===== src/rtl/pwm_fine_pkg.sv =====
`timescale 1ns/1ps
package pwm_fine_pkg;
   typedef enum logic [1:0] {
      ADDR_PERIOD  = 2'd0,
      ADDR_DUTY_HI = 2'd1,
      ADDR_CTRL    = 2'd2,
      ADDR_SPARE   = 2'd3
   } pwm_addr_e;

   localparam int SUB_BITS = 2;
endpackage


===== src/rtl/pwm_regs.sv =====
`timescale 1ns/1ps
module pwm_regs
   import pwm_fine_pkg::*;
#(
   parameter int TMR_W = 8,
   parameter int SUB_W = 2,
   localparam int DUTY_W = TMR_W + SUB_W
)(
   input  logic              clk,
   input  logic              rst_n,
   input  logic              wr_en,
   input  logic [1:0]        wr_addr,
   input  logic [TMR_W-1:0]  wr_data,
   output logic [TMR_W-1:0]  period_q,
   output logic [DUTY_W-1:0] duty_buf_q,
   output logic              en_q
);
   localparam int EN_BIT = SUB_W;

   generate
      if (TMR_W <= SUB_W) begin : g_bad_width
         $error("pwm_regs: TMR_W must exceed SUB_W to hold the enable bit");
      end
   endgenerate

   always_ff @(posedge clk or negedge rst_n) begin
      if (!rst_n) begin
         period_q   <= '0;
         duty_buf_q <= '0;
         en_q       <= 1'b0;
      end else if (wr_en) begin
         case (pwm_addr_e'(wr_addr))
            ADDR_PERIOD:  period_q <= wr_data;
            ADDR_DUTY_HI: duty_buf_q[DUTY_W-1:SUB_W] <= wr_data;
            ADDR_CTRL: begin
               duty_buf_q[SUB_W-1:0] <= wr_data[SUB_W-1:0];
               en_q                  <= wr_data[EN_BIT];
            end
            default: ;
         endcase
      end
   end

   // the spare address leaves every register untouched
   p_spare_ignored_r9: assert property (@(posedge clk) disable iff (!rst_n)
      (wr_en && wr_addr == 2'd3) |=> $stable({period_q, duty_buf_q, en_q}));
endmodule


===== src/rtl/pwm_timebase.sv =====
`timescale 1ns/1ps
module pwm_timebase #(
   parameter int TMR_W     = 8,
   parameter int SUB_W     = 2,
   parameter int PSC_SHIFT = 2,
   localparam int DUTY_W = TMR_W + SUB_W,
   localparam int DIV_W  = (2 * PSC_SHIFT > 0) ? 2 * PSC_SHIFT : 1
)(
   input  logic              clk,
   input  logic              rst_n,
   input  logic              en,
   input  logic [1:0]        psel,
   input  logic [TMR_W-1:0]  period,
   output logic [DUTY_W-1:0] base,
   output logic [DUTY_W-1:0] base_nxt,
   output logic              adv,
   output logic              roll
);
   logic [TMR_W-1:0] tmr_q;
   logic [SUB_W-1:0] sub_q;
   logic             tick;

   generate
      if (PSC_SHIFT == 0) begin : g_no_div
         assign adv = en;
         logic unused_psel;
         assign unused_psel = ^psel;
      end else begin : g_div
         logic [DIV_W-1:0] div_q;
         logic [DIV_W-1:0] lim;
         logic             div_last;

         always_comb begin
            case (psel)
               2'd0:    lim = '0;
               2'd1:    lim = DIV_W'((1 << PSC_SHIFT) - 1);
               default: lim = '1;
            endcase
         end

         assign div_last = (div_q >= lim);
         assign adv      = en & div_last;

         always_ff @(posedge clk or negedge rst_n) begin
            if (!rst_n)        div_q <= '0;
            else if (!en)      div_q <= '0;
            else if (div_last) div_q <= '0;
            else               div_q <= div_q + 1'b1;
         end
      end
   endgenerate

   assign tick     = adv & (&sub_q);
   assign roll     = tick & (tmr_q == period);
   assign base     = {tmr_q, sub_q};
   assign base_nxt = roll ? '0 : (adv ? base + 1'b1 : base);

   always_ff @(posedge clk or negedge rst_n) begin
      if (!rst_n) begin
         tmr_q <= '0;
         sub_q <= '0;
      end else if (!en) begin
         tmr_q <= '0;
         sub_q <= '0;
      end else begin
         if (adv)  sub_q <= sub_q + 1'b1;
         if (tick) tmr_q <= roll ? '0 : tmr_q + 1'b1;
      end
   end

   // the sub-count only moves on a prescaler advance
   p_sub_hold_r3: assert property (@(posedge clk) disable iff (!rst_n)
      (en && !adv) |=> $stable(sub_q));
   // a period end restarts the time base at zero
   p_roll_zero_r2: assert property (@(posedge clk) disable iff (!rst_n)
      roll |=> (base == '0));
endmodule


===== src/rtl/pwm_duty_shadow.sv =====
`timescale 1ns/1ps
module pwm_duty_shadow #(
   parameter int DUTY_W = 10
)(
   input  logic              clk,
   input  logic              rst_n,
   input  logic              roll,
   input  logic [DUTY_W-1:0] duty_buf,
   output logic [DUTY_W-1:0] active_q
);
   always_ff @(posedge clk or negedge rst_n) begin
      if (!rst_n)    active_q <= '0;
      else if (roll) active_q <= duty_buf;
   end

   // the active duty changes only at a period boundary
   p_active_hold_r7: assert property (@(posedge clk) disable iff (!rst_n)
      !roll |=> $stable(active_q));
endmodule


===== src/rtl/pwm_out_latch.sv =====
`timescale 1ns/1ps
module pwm_out_latch #(
   parameter int DUTY_W = 10
)(
   input  logic              clk,
   input  logic              rst_n,
   input  logic              en,
   input  logic              roll,
   input  logic              adv,
   input  logic [DUTY_W-1:0] base_nxt,
   input  logic [DUTY_W-1:0] duty_buf,
   input  logic [DUTY_W-1:0] active,
   output logic              out_q
);
   logic set_ok;
   logic hit;

   assign set_ok = (duty_buf != '0);
   assign hit    = adv && (base_nxt == active);

   always_ff @(posedge clk or negedge rst_n) begin
      if (!rst_n)    out_q <= 1'b0;
      else if (!en)  out_q <= 1'b0;
      else if (roll) out_q <= set_ok;
      else if (hit)  out_q <= 1'b0;
   end

   // a disabled block drives the output low
   p_disable_low_r8: assert property (@(posedge clk) disable iff (!rst_n)
      !en |=> !out_q);
   // a zero duty suppresses the set at the boundary
   p_zero_duty_r5: assert property (@(posedge clk) disable iff (!rst_n)
      (roll && duty_buf == '0) |=> !out_q);
   // the output rises only at a period boundary
   p_rise_at_roll_r2: assert property (@(posedge clk) disable iff (!rst_n)
      !roll |=> !$rose(out_q));
endmodule


===== src/rtl/pwm_fine.sv =====
`timescale 1ns/1ps
module pwm_fine
   import pwm_fine_pkg::*;
#(
   parameter int TMR_W     = 8,
   parameter int PSC_SHIFT = 2,
   localparam int SUB_W  = SUB_BITS,
   localparam int DUTY_W = TMR_W + SUB_W
)(
   input  logic              clk,
   input  logic              rst_n,
   input  logic              wr_en,
   input  logic [1:0]        wr_addr,
   input  logic [TMR_W-1:0]  wr_data,
   input  logic [1:0]        psel,
   output logic              pwm_o,
   output logic [DUTY_W-1:0] duty_active_o
);
   logic [TMR_W-1:0]  period_q;
   logic [DUTY_W-1:0] duty_buf_q;
   logic              en_q;
   logic [DUTY_W-1:0] base;
   logic [DUTY_W-1:0] base_nxt;
   logic              adv;
   logic              roll;

   generate
      if (PSC_SHIFT > 4) begin : g_bad_psc
         $error("pwm_fine: PSC_SHIFT above 4 is not supported");
      end
   endgenerate

   pwm_regs #(.TMR_W(TMR_W), .SUB_W(SUB_W)) i_regs (
      .clk(clk), .rst_n(rst_n), .wr_en(wr_en), .wr_addr(wr_addr),
      .wr_data(wr_data), .period_q(period_q), .duty_buf_q(duty_buf_q),
      .en_q(en_q)
   );

   pwm_timebase #(.TMR_W(TMR_W), .SUB_W(SUB_W), .PSC_SHIFT(PSC_SHIFT)) i_tb (
      .clk(clk), .rst_n(rst_n), .en(en_q), .psel(psel), .period(period_q),
      .base(base), .base_nxt(base_nxt), .adv(adv), .roll(roll)
   );

   pwm_duty_shadow #(.DUTY_W(DUTY_W)) i_shadow (
      .clk(clk), .rst_n(rst_n), .roll(roll), .duty_buf(duty_buf_q),
      .active_q(duty_active_o)
   );

   pwm_out_latch #(.DUTY_W(DUTY_W)) i_out (
      .clk(clk), .rst_n(rst_n), .en(en_q), .roll(roll), .adv(adv),
      .base_nxt(base_nxt), .duty_buf(duty_buf_q), .active(duty_active_o),
      .out_q(pwm_o)
   );

   logic unused_base;
   assign unused_base = ^base;

   // leaving reset the output is low and the active duty is zero
   p_reset_state_r1: assert property (@(posedge clk)
      $rose(rst_n) |-> (!pwm_o && duty_active_o == '0));
endmodule


===== config.mk =====
export PLATFORM = sky130hd
export DESIGN_NAME = pwm_fine
export DESIGN_NICKNAME = d
export VERILOG_FILES = /design/src/rtl/pwm_fine_pkg.sv /design/src/rtl/pwm_regs.sv /design/src/rtl/pwm_timebase.sv /design/src/rtl/pwm_duty_shadow.sv /design/src/rtl/pwm_out_latch.sv /design/src/rtl/pwm_fine.sv
export SDC_FILE = /design/constraint.sdc
export NUM_CORES = 1
export LEC_CHECK = 0
export BUFFER_PORTS_ARGS = -buffer_cell sky130_fd_sc_hd__buf_2
export CAP_MARGIN = 0
export CORE_ASPECT_RATIO = 2
export CORE_MARGIN = 2
export CORE_UTILIZATION = 50
export DETAILED_ROUTE_END_ITERATION = 8
export PLACE_DENSITY_LB_ADDON = 0.15
export SLEW_MARGIN = 10
export SYNTH_ARGS = -nofsm -noshare
export SYNTH_HDL_FRONTEND = slang
export SYNTH_SLANG_ARGS = --single-unit

===== constraint.sdc =====
create_clock -name clk -period 6.8 [get_ports clk]
set_input_delay 0.34 -clock clk [delete_from_list [all_inputs] [get_ports clk]]
set_output_delay 0.34 -clock clk [all_outputs]
set_load 0.02 [all_outputs]

==> summary.txt, run 1 <==
Status
  – Status: finished, final reports clean

Power
  – Leak: roughly 1.3 nW
  – Reg power frac: about half
  – Switching part of the total: 25.4%
  – Sw Pwr: between 0.00015 and 0.0002 W
  – Power Density: between 200 and 250 mW/mm^2
  – Peak supply drop: 190 uV
  – Clock Power Share: a little over a third
  – Internal power: just under 0.0005 W
  – Combinational Power Share: 14.2%

Global routing
  – Vias in the first global route: 1980
  – Largest net degree at the start of global routing: 45
  – First-pass GRT wire length: approximately 10000 um
  – Gr usage total: between 20% and 30%
  – Initial antenna violation count: 0
  – Grt total ovfl: 0

Finish
  – Diode count: 0
  – Share of cells above drive strength 1: approximately 24%
  – # nets final: 280
  – Final std cells w/o fill: roughly 320
  – Area growth syn-to-layout: 9.67%

Logic synthesis
  – Synth top area cells: dfrtp_1 (44%), mux2_2 (9.8%), xor2_1 (4.2%), ha_1 (3.5%), buf_6 (2.7%)
  – Synth Register Bits: 44
  – EDFF count, synth: 0
  – Cell accounting for the most synthesized area: dfrtp_1
  – Mean Syn Cell Area: roughly 11 sq um
  – Asr flop ratio synth: 100%
  – Synth unique cells: 53
  – Cells after Synth: around 240
  – Synth top area share: a little over two fifths
  – Register area share after synthesis: around 44%
  – Syn Std Cell Area: 0.00252 sq mm
  – Yosys warns: 0
  – Synth Net Count: around 260
  – Ys flop type: dfrtp_1

STA
  – Post-route setup TNS: 0 ps
  – Final Max Slew Viols: 0
  – Endpoints failing hold: 0
  – Relative slew slack: ~36%
  – Endpoints failing setup: 0
  – Setup Skew: approximately 5.7 ps
  – Worst Tran Pin Value: about 960 ps
  – Final worst path period share: between 40% and 50%
  – F_max: between 0.3 and 0.4 GHz
  – RSZ-0062 raised after global routing: false
  – Final min period: 2940 ps

Route
  – Routed WL: between 5000 and 6000 um
  – Drt pass-1 iters: 4
  – Iteration-0 DRC Markers: 41
  – DR DRC count: 0
  – Vias per cell: approximately 6
  – Antenna Nets Post-Route: 0
  – Routed wire per std cell: around 19 um
  – Via count: ~1.9k

Floorplanning
  – FP Rows: 36
  – Die area: 0.00567 sq mm
  – Io pins: 26
  – Die W: around 54 um
  – Height of the die: around 100 um
  – Starting Density: approximately 52%
  – Area of the core: just under 0.005 sq mm

Clocking
  – Post-CTS Setup Inserts: 0
  – Clock slew at reported path FFs: 80 ps
  – Clk Latency, worst-skew pair: 300 ps
  – Clock root cell: clkbuf_8
  – Clock sinks: between 40 and 50
  – Clock Tree Buf Depth: 2
  – CTS resizes: 0
  – H-tree levels: 2
  – CTS Hold Bufs: 0
  – CTS tree: yes
  – Number of CTS-inserted buffers: 5

Worst setup path
  – R2r worst-path depth: 7
  – Worst Setup Start Kind: register
  – Worst path required time: about 7000 ps
  – CP max FO: 12
  – WS Path Type: reg -> reg
  – CP Capture Type: register
  – Crit path from: i_tb.tmr_q[2]$_DFFE_PN0P_
  – Crit path DAT: around 3100 ps
  – R2r startpoint: i_tb.tmr_q[2]$_DFFE_PN0P_

Place
  – Final RePlAce weighted congestion: 0.899
  – Placed insts: approximately 310
  – IO Port Bufs: 25
  – Detailed placement HPWL: between 4000 and 5000 um

Flow run
  – Maxcap violations: 0

Min path
  – Worst Hold Class: in -> async
-- flip-flops by register name, indices dropped and copies added (netlist names) --
name	flops
i_out.out_q	1
i_tb.sub_q	2
i_tb.g_div.div_q	4
i_regs.duty_buf_q	10
i_regs.period_q	8
i_regs.en_q	1
i_shadow.active_q	10
i_tb.tmr_q	8
-- logic make-up (layout without fill, tap and decap cells) --
| logic type | Yosys count | after routing | share of synthesized area (%) |
|---|---|---|---|
| buf+inv | 21 | 44 | 5.16 |
| compound gates | 46 | 46 | 13.1 |
| fa+ha+maj | 7 | 7 | 3.47 |
| simple gates | 71 | 71 | 15.9 |
| flops | 44 | 44 | 43.6 |
| mux | 29 | 29 | 12.8 |
| xor+xnor | 17 | 17 | 5.90 |
-- area by class of cell --
type / count / area (sq um)
Fill cell: 455 / 2100
Multi-Input combinational cell: 170 / 1290
Sequential cell: 44 / 1100
Timing Repair Buffer: 26 / 133
Tap cell: 57 / 71.3
Clock buffer: 5 / 68.8
Clock inverter: 2 / 60.1
Inverter: 11 / 41.3
-- through the flow --
step                setup WS [ps]  hold slack (ps)  area (sq um)  utilization [%]  total power [W]
detailed placement           3750              505          2640             54.2         0.000419
global route                 3600              281          2770             56.9         0.000676
global placement             3720              486          2640             54.2         0.000416
floorplan                    4260             44.4          2520                -         0.000384
finish                       3860              188          2770             56.9         0.000645
CTS                          3830              241          2770             56.9         0.000651
-- routing by layer --
| layer | track usage (%) | up-vias | share of wire (%) |
|---|---|---|---|
| li1 | - | 903 | - |
| met1 | 26.0 | 932 | 36 |
| met2 | 39.7 | 63 | 53 |
| met3 | 3.45 | 30 | 3.2 |
| met4 | 15.2 | 0 | 7.0 |
| met5 | 0 | - | 0 |
-- synthesized netlist by cell type (all sizes together), types with 4 or more instances --
library cell / n
buf: 9
nor4: 6
nand2: 16
o31ai: 5
xor2: 12
nand3: 9
nor2: 8
o211ai: 6
and2: 5
xnor2: 5
ha: 7
nor3: 4
inv: 11
o21ai: 11
dfrtp: 44
or3: 4
and3: 4
mux2: 27
-- final timing paths --
path / end / slack [ps]
min: i_shadow.active_q[4]$_DFFE_PN0N_ / 190
max in group asynchronous: i_shadow.active_q[9]$_DFFE_PN0N_ / 6010
max reg2reg: i_out.out_q$_DFFE_PN0P_ / 3860
max: i_out.out_q$_DFFE_PN0P_ / 3860
min in group clk: i_regs.duty_buf_q[8]$_DFFE_PN0P_ / 290
min reg2reg: i_tb.g_div.div_q[0]$_DFF_PN0_ / 510
-- critical path: stages, from the launching register on --
cell and delay, ps:
dfrtp_1 530, xor2_1 220, nor4_2 570, nand4_1 610, o211a_1 280, a211o_1 260
o31ai_1 260, nand3_1 100
-- power by group through the flow --
| stage | Clock [W] | Combinational, W | Sequential (W) |
|---|---|---|---|
| after detailed placement | 0 | 0.0000924 | 0.000327 |
| final | 0.000233 | 0.0000914 | 0.000320 |
| after floorplan | 0 | 0.0000711 | 0.000313 |
| after CTS | 0.000237 | 0.0000931 | 0.000321 |
| after global routing | 0.000247 | 0.000104 | 0.000325 |
| after global placement | 0 | 0.0000901 | 0.000326 |
-- cells in the final DEF (no fill, tap or decap), drive strengths merged, types with 2 or more instances in the layout --
| cell | Yosys | layout |
|---|---|---|
| xnor2 | 5 | 5 |
| bufinv | 0 | 2 |
| nand3b | 2 | 2 |
| inv | 11 | 11 |
| nor3 | 4 | 4 |
| and3 | 4 | 4 |
| nor4 | 6 | 6 |
| nor2 | 8 | 8 |
| nand4 | 3 | 3 |
| mux2 | 27 | 27 |
| o21ai | 11 | 11 |
| buf | 9 | 26 |
| or4 | 3 | 3 |
| o211a | 2 | 2 |
| a21boi | 3 | 3 |
| mux2i | 2 | 2 |
| a21oi | 2 | 2 |
| and2 | 5 | 5 |
| nand2 | 16 | 16 |
| o211ai | 6 | 6 |
| a211o | 3 | 3 |
| nand3 | 9 | 9 |
| o31ai | 5 | 5 |
| nor3b | 2 | 2 |
| xor2 | 12 | 12 |
| o21a | 3 | 3 |
| or3 | 4 | 4 |
| a21o | 2 | 2 |
| ha | 7 | 7 |
| dfrtp | 44 | 44 |
| clkbuf | 1 | 5 |
| nor2b | 2 | 2 |
Power figures use the tool's default switching activity.
==> run 2, diff against run 1 <==
clock period = 2.6 ns   (was 6.8 ns; I/O delays follow)
==> summary.txt, run 2 (same netlist as run 1, synthesis figures left out) <==
Power
  – Leak: between 1 and 1.5 nW
  – Power Density: 560 mW/mm^2
  – Tot Pwr: 0.00166 W
  – Peak supply drop: between 600 and 700 uV

Clocking
  – Clock sinks: between 40 and 50
  – H-tree levels: 2
  – Clock root cell: clkbuf_8
  – CTS Hold Bufs: 0
  – Clk Latency, worst-skew pair: 310 ps
  – CTS tree: yes
  – Clock slew at reported path FFs: about 90 ps
  – Clock Tree Buf Depth: 2
  – Number of CTS-inserted buffers: 5

Finish
  – Diode count: 0
  – Fillcell total: between 400 and 500
  – Share of cells above drive strength 1: about a third
  – Multi-input gate area: 0.00130 sq mm
  – Area taken by flip-flops and latches: ~0.0011 sq mm
  – Commonest cells after routing, fill and taps aside: dfrtp_1 (44), buf_4 (28), buf_2 (25)
  – Commonest non-fill, non-tap cell in the layout: dfrtp_1
  – Area growth syn-to-layout: 17.4%
  – Largest registers: i_regs.duty_buf_q (10), i_shadow.active_q (10)
  – # nets final: 307

Floorplanning
  – Height of the die: approximately 100 um
  – Die W: roughly 54 um
  – Starting Density: about half
  – FP Rows: 36
  – Die area: about 0.0057 sq mm
  – Area of the core: a little under 0.005 sq mm
  – Io pins: 26

Global routing
  – First-pass GRT wire length: roughly 10000 um
  – Grt total ovfl: 0
  – Gr usage total: about a quarter
  – Largest net degree at the start of global routing: 45
  – Vias in the first global route: slightly above 2k
  – Initial antenna violation count: 0

Worst setup path
  – Worst Setup Start Kind: register
  – Worst path cell trace: ha_1 -> o211ai_1 -> o21a_2 -> or4_4 -> and2_1 -> o32a_1 -> o211ai_1 -> nand3_1
  – CP Capture Type: register
  – CP max stage delay: about 520 ps
  – Slowest cell on crit path: or4_4
  – Crit path DAT: 2680 ps
  – Worst path required time: 2800 ps
  – WP buf/inv: 0
  – CP max FO: 8
  – Cell mode on critical path: o211ai_1
  – WS Path Type: reg -> reg
  – Delay-heaviest family, CP: compound AO/OA/AOI/OAI gates

STA
  – Post-route setup TNS: 0 ps
  – Endpoints failing hold: 32
  – F_max: 0.402 GHz
  – Worst Tran Pin Value: approximately 1000 ps
  – Hold Slack: -29.4 ps
  – Final worst path period share: between 90 and 100%
  – Final min period: 2490 ps
  – Relative slew slack: about a third
  – Endpoints failing setup: 0
  – RSZ-0062 raised after global routing: false
  – Final Max Slew Viols: 0
  – Setup Skew: approximately 12 ps

Status
  – Status: finished with violations
  – Failing checks: hold timing

Route
  – Via count: 2010
  – Vias per cell: 5.86
  – Routed WL: about 6200 um
  – DR DRC count: 0
  – Antenna Nets Post-Route: 0
  – Routed wire per std cell: about 18 um
  – Iteration-0 DRC Markers: 32
  – Drt pass-1 iters: 4

Flow run
  – Maxcap violations: 0

Place
  – Final RePlAce weighted congestion: about 0.91
  – IO Port Bufs: 25
  – Detailed placement HPWL: between 4000 and 5000 um

Min path
  – Worst Hold Class: in -> async
[run 2: cell types whose count changed in the layout (fill, tap and decap cells not counted), sizes merged]
cell / previous run / this run
buf: 26 / 53
bufinv: 2 / 1
clkinvlp: 0 / 1
clkinv: 0 / 1
[run 2: worst paths after layout]
check                                            startpoint                               end  slack, ps  cells past startpoint
setup / recovery              i_tb.g_div.div_q[1]$_DFF_PN0_           i_out.out_q$_DFFE_PN0P_        110                      8
hold / removal                                        rst_n     i_tb.g_div.div_q[0]$_DFF_PN0_        -30                      1
min in group clk                                 wr_data[6]  i_regs.duty_buf_q[8]$_DFFE_PN0P_         70                      2
max in group asynchronous                             rst_n  i_shadow.active_q[2]$_DFFE_PN0N_       2010                      1
hold reg to reg            i_regs.duty_buf_q[6]$_DFFE_PN0P_  i_shadow.active_q[6]$_DFFE_PN0N_        500                      1
setup reg to reg              i_tb.g_div.div_q[1]$_DFF_PN0_           i_out.out_q$_DFFE_PN0P_        110                      8
[run 2: stage by stage]
stage	cell area, sq um	hold slack (ps)	instances	utilization, %	worst slack (ps)
5_1_grt	2960	65.8	343	60.9	13.0
6_report	2960	-29.4	343	60.9	111
3_5_place_dp	2820	349	332	57.9	22.6
3_3_place_gp	2820	347	332	57.9	28.1
4_1_cts	2930	6.52	340	60.2	49.5
2_1_floorplan	2520	-166	235	-	269
[run 2: per-layer routing]
metal  global-route usage (%)  vias up  wire, um
li1                         -      954         -
met4                     17.0        0       387
met1                     27.0      984      2170
met3                     5.32       22       167
met2                     42.2       50      3480
met5                        0        -         0
[run 2: area by class of cell]
class                           count  area share (%)
Timing Repair Buffer               53            11.3
Multi-Input combinational cell    170            44.0
Clock inverter                      3            1.44
Tap cell                           57            2.41
Inverter                           11            1.39
Clock buffer                        5            2.32
Sequential cell                    44            37.2
[run 2: what timing repair did]
action,CTS,global route
endpoints found under the setup margin,0,1
buffers inserted,0,3
gates resized for setup,0,4
[run 2: power breakdown]
group | total (W) | switching (W) | internal (W)
registers | 0.000822 | 0.0000634 | 0.000758
logic | 0.000310 | 0.000146 | 0.000164
clock network | 0.000527 | 0.000242 | 0.000284
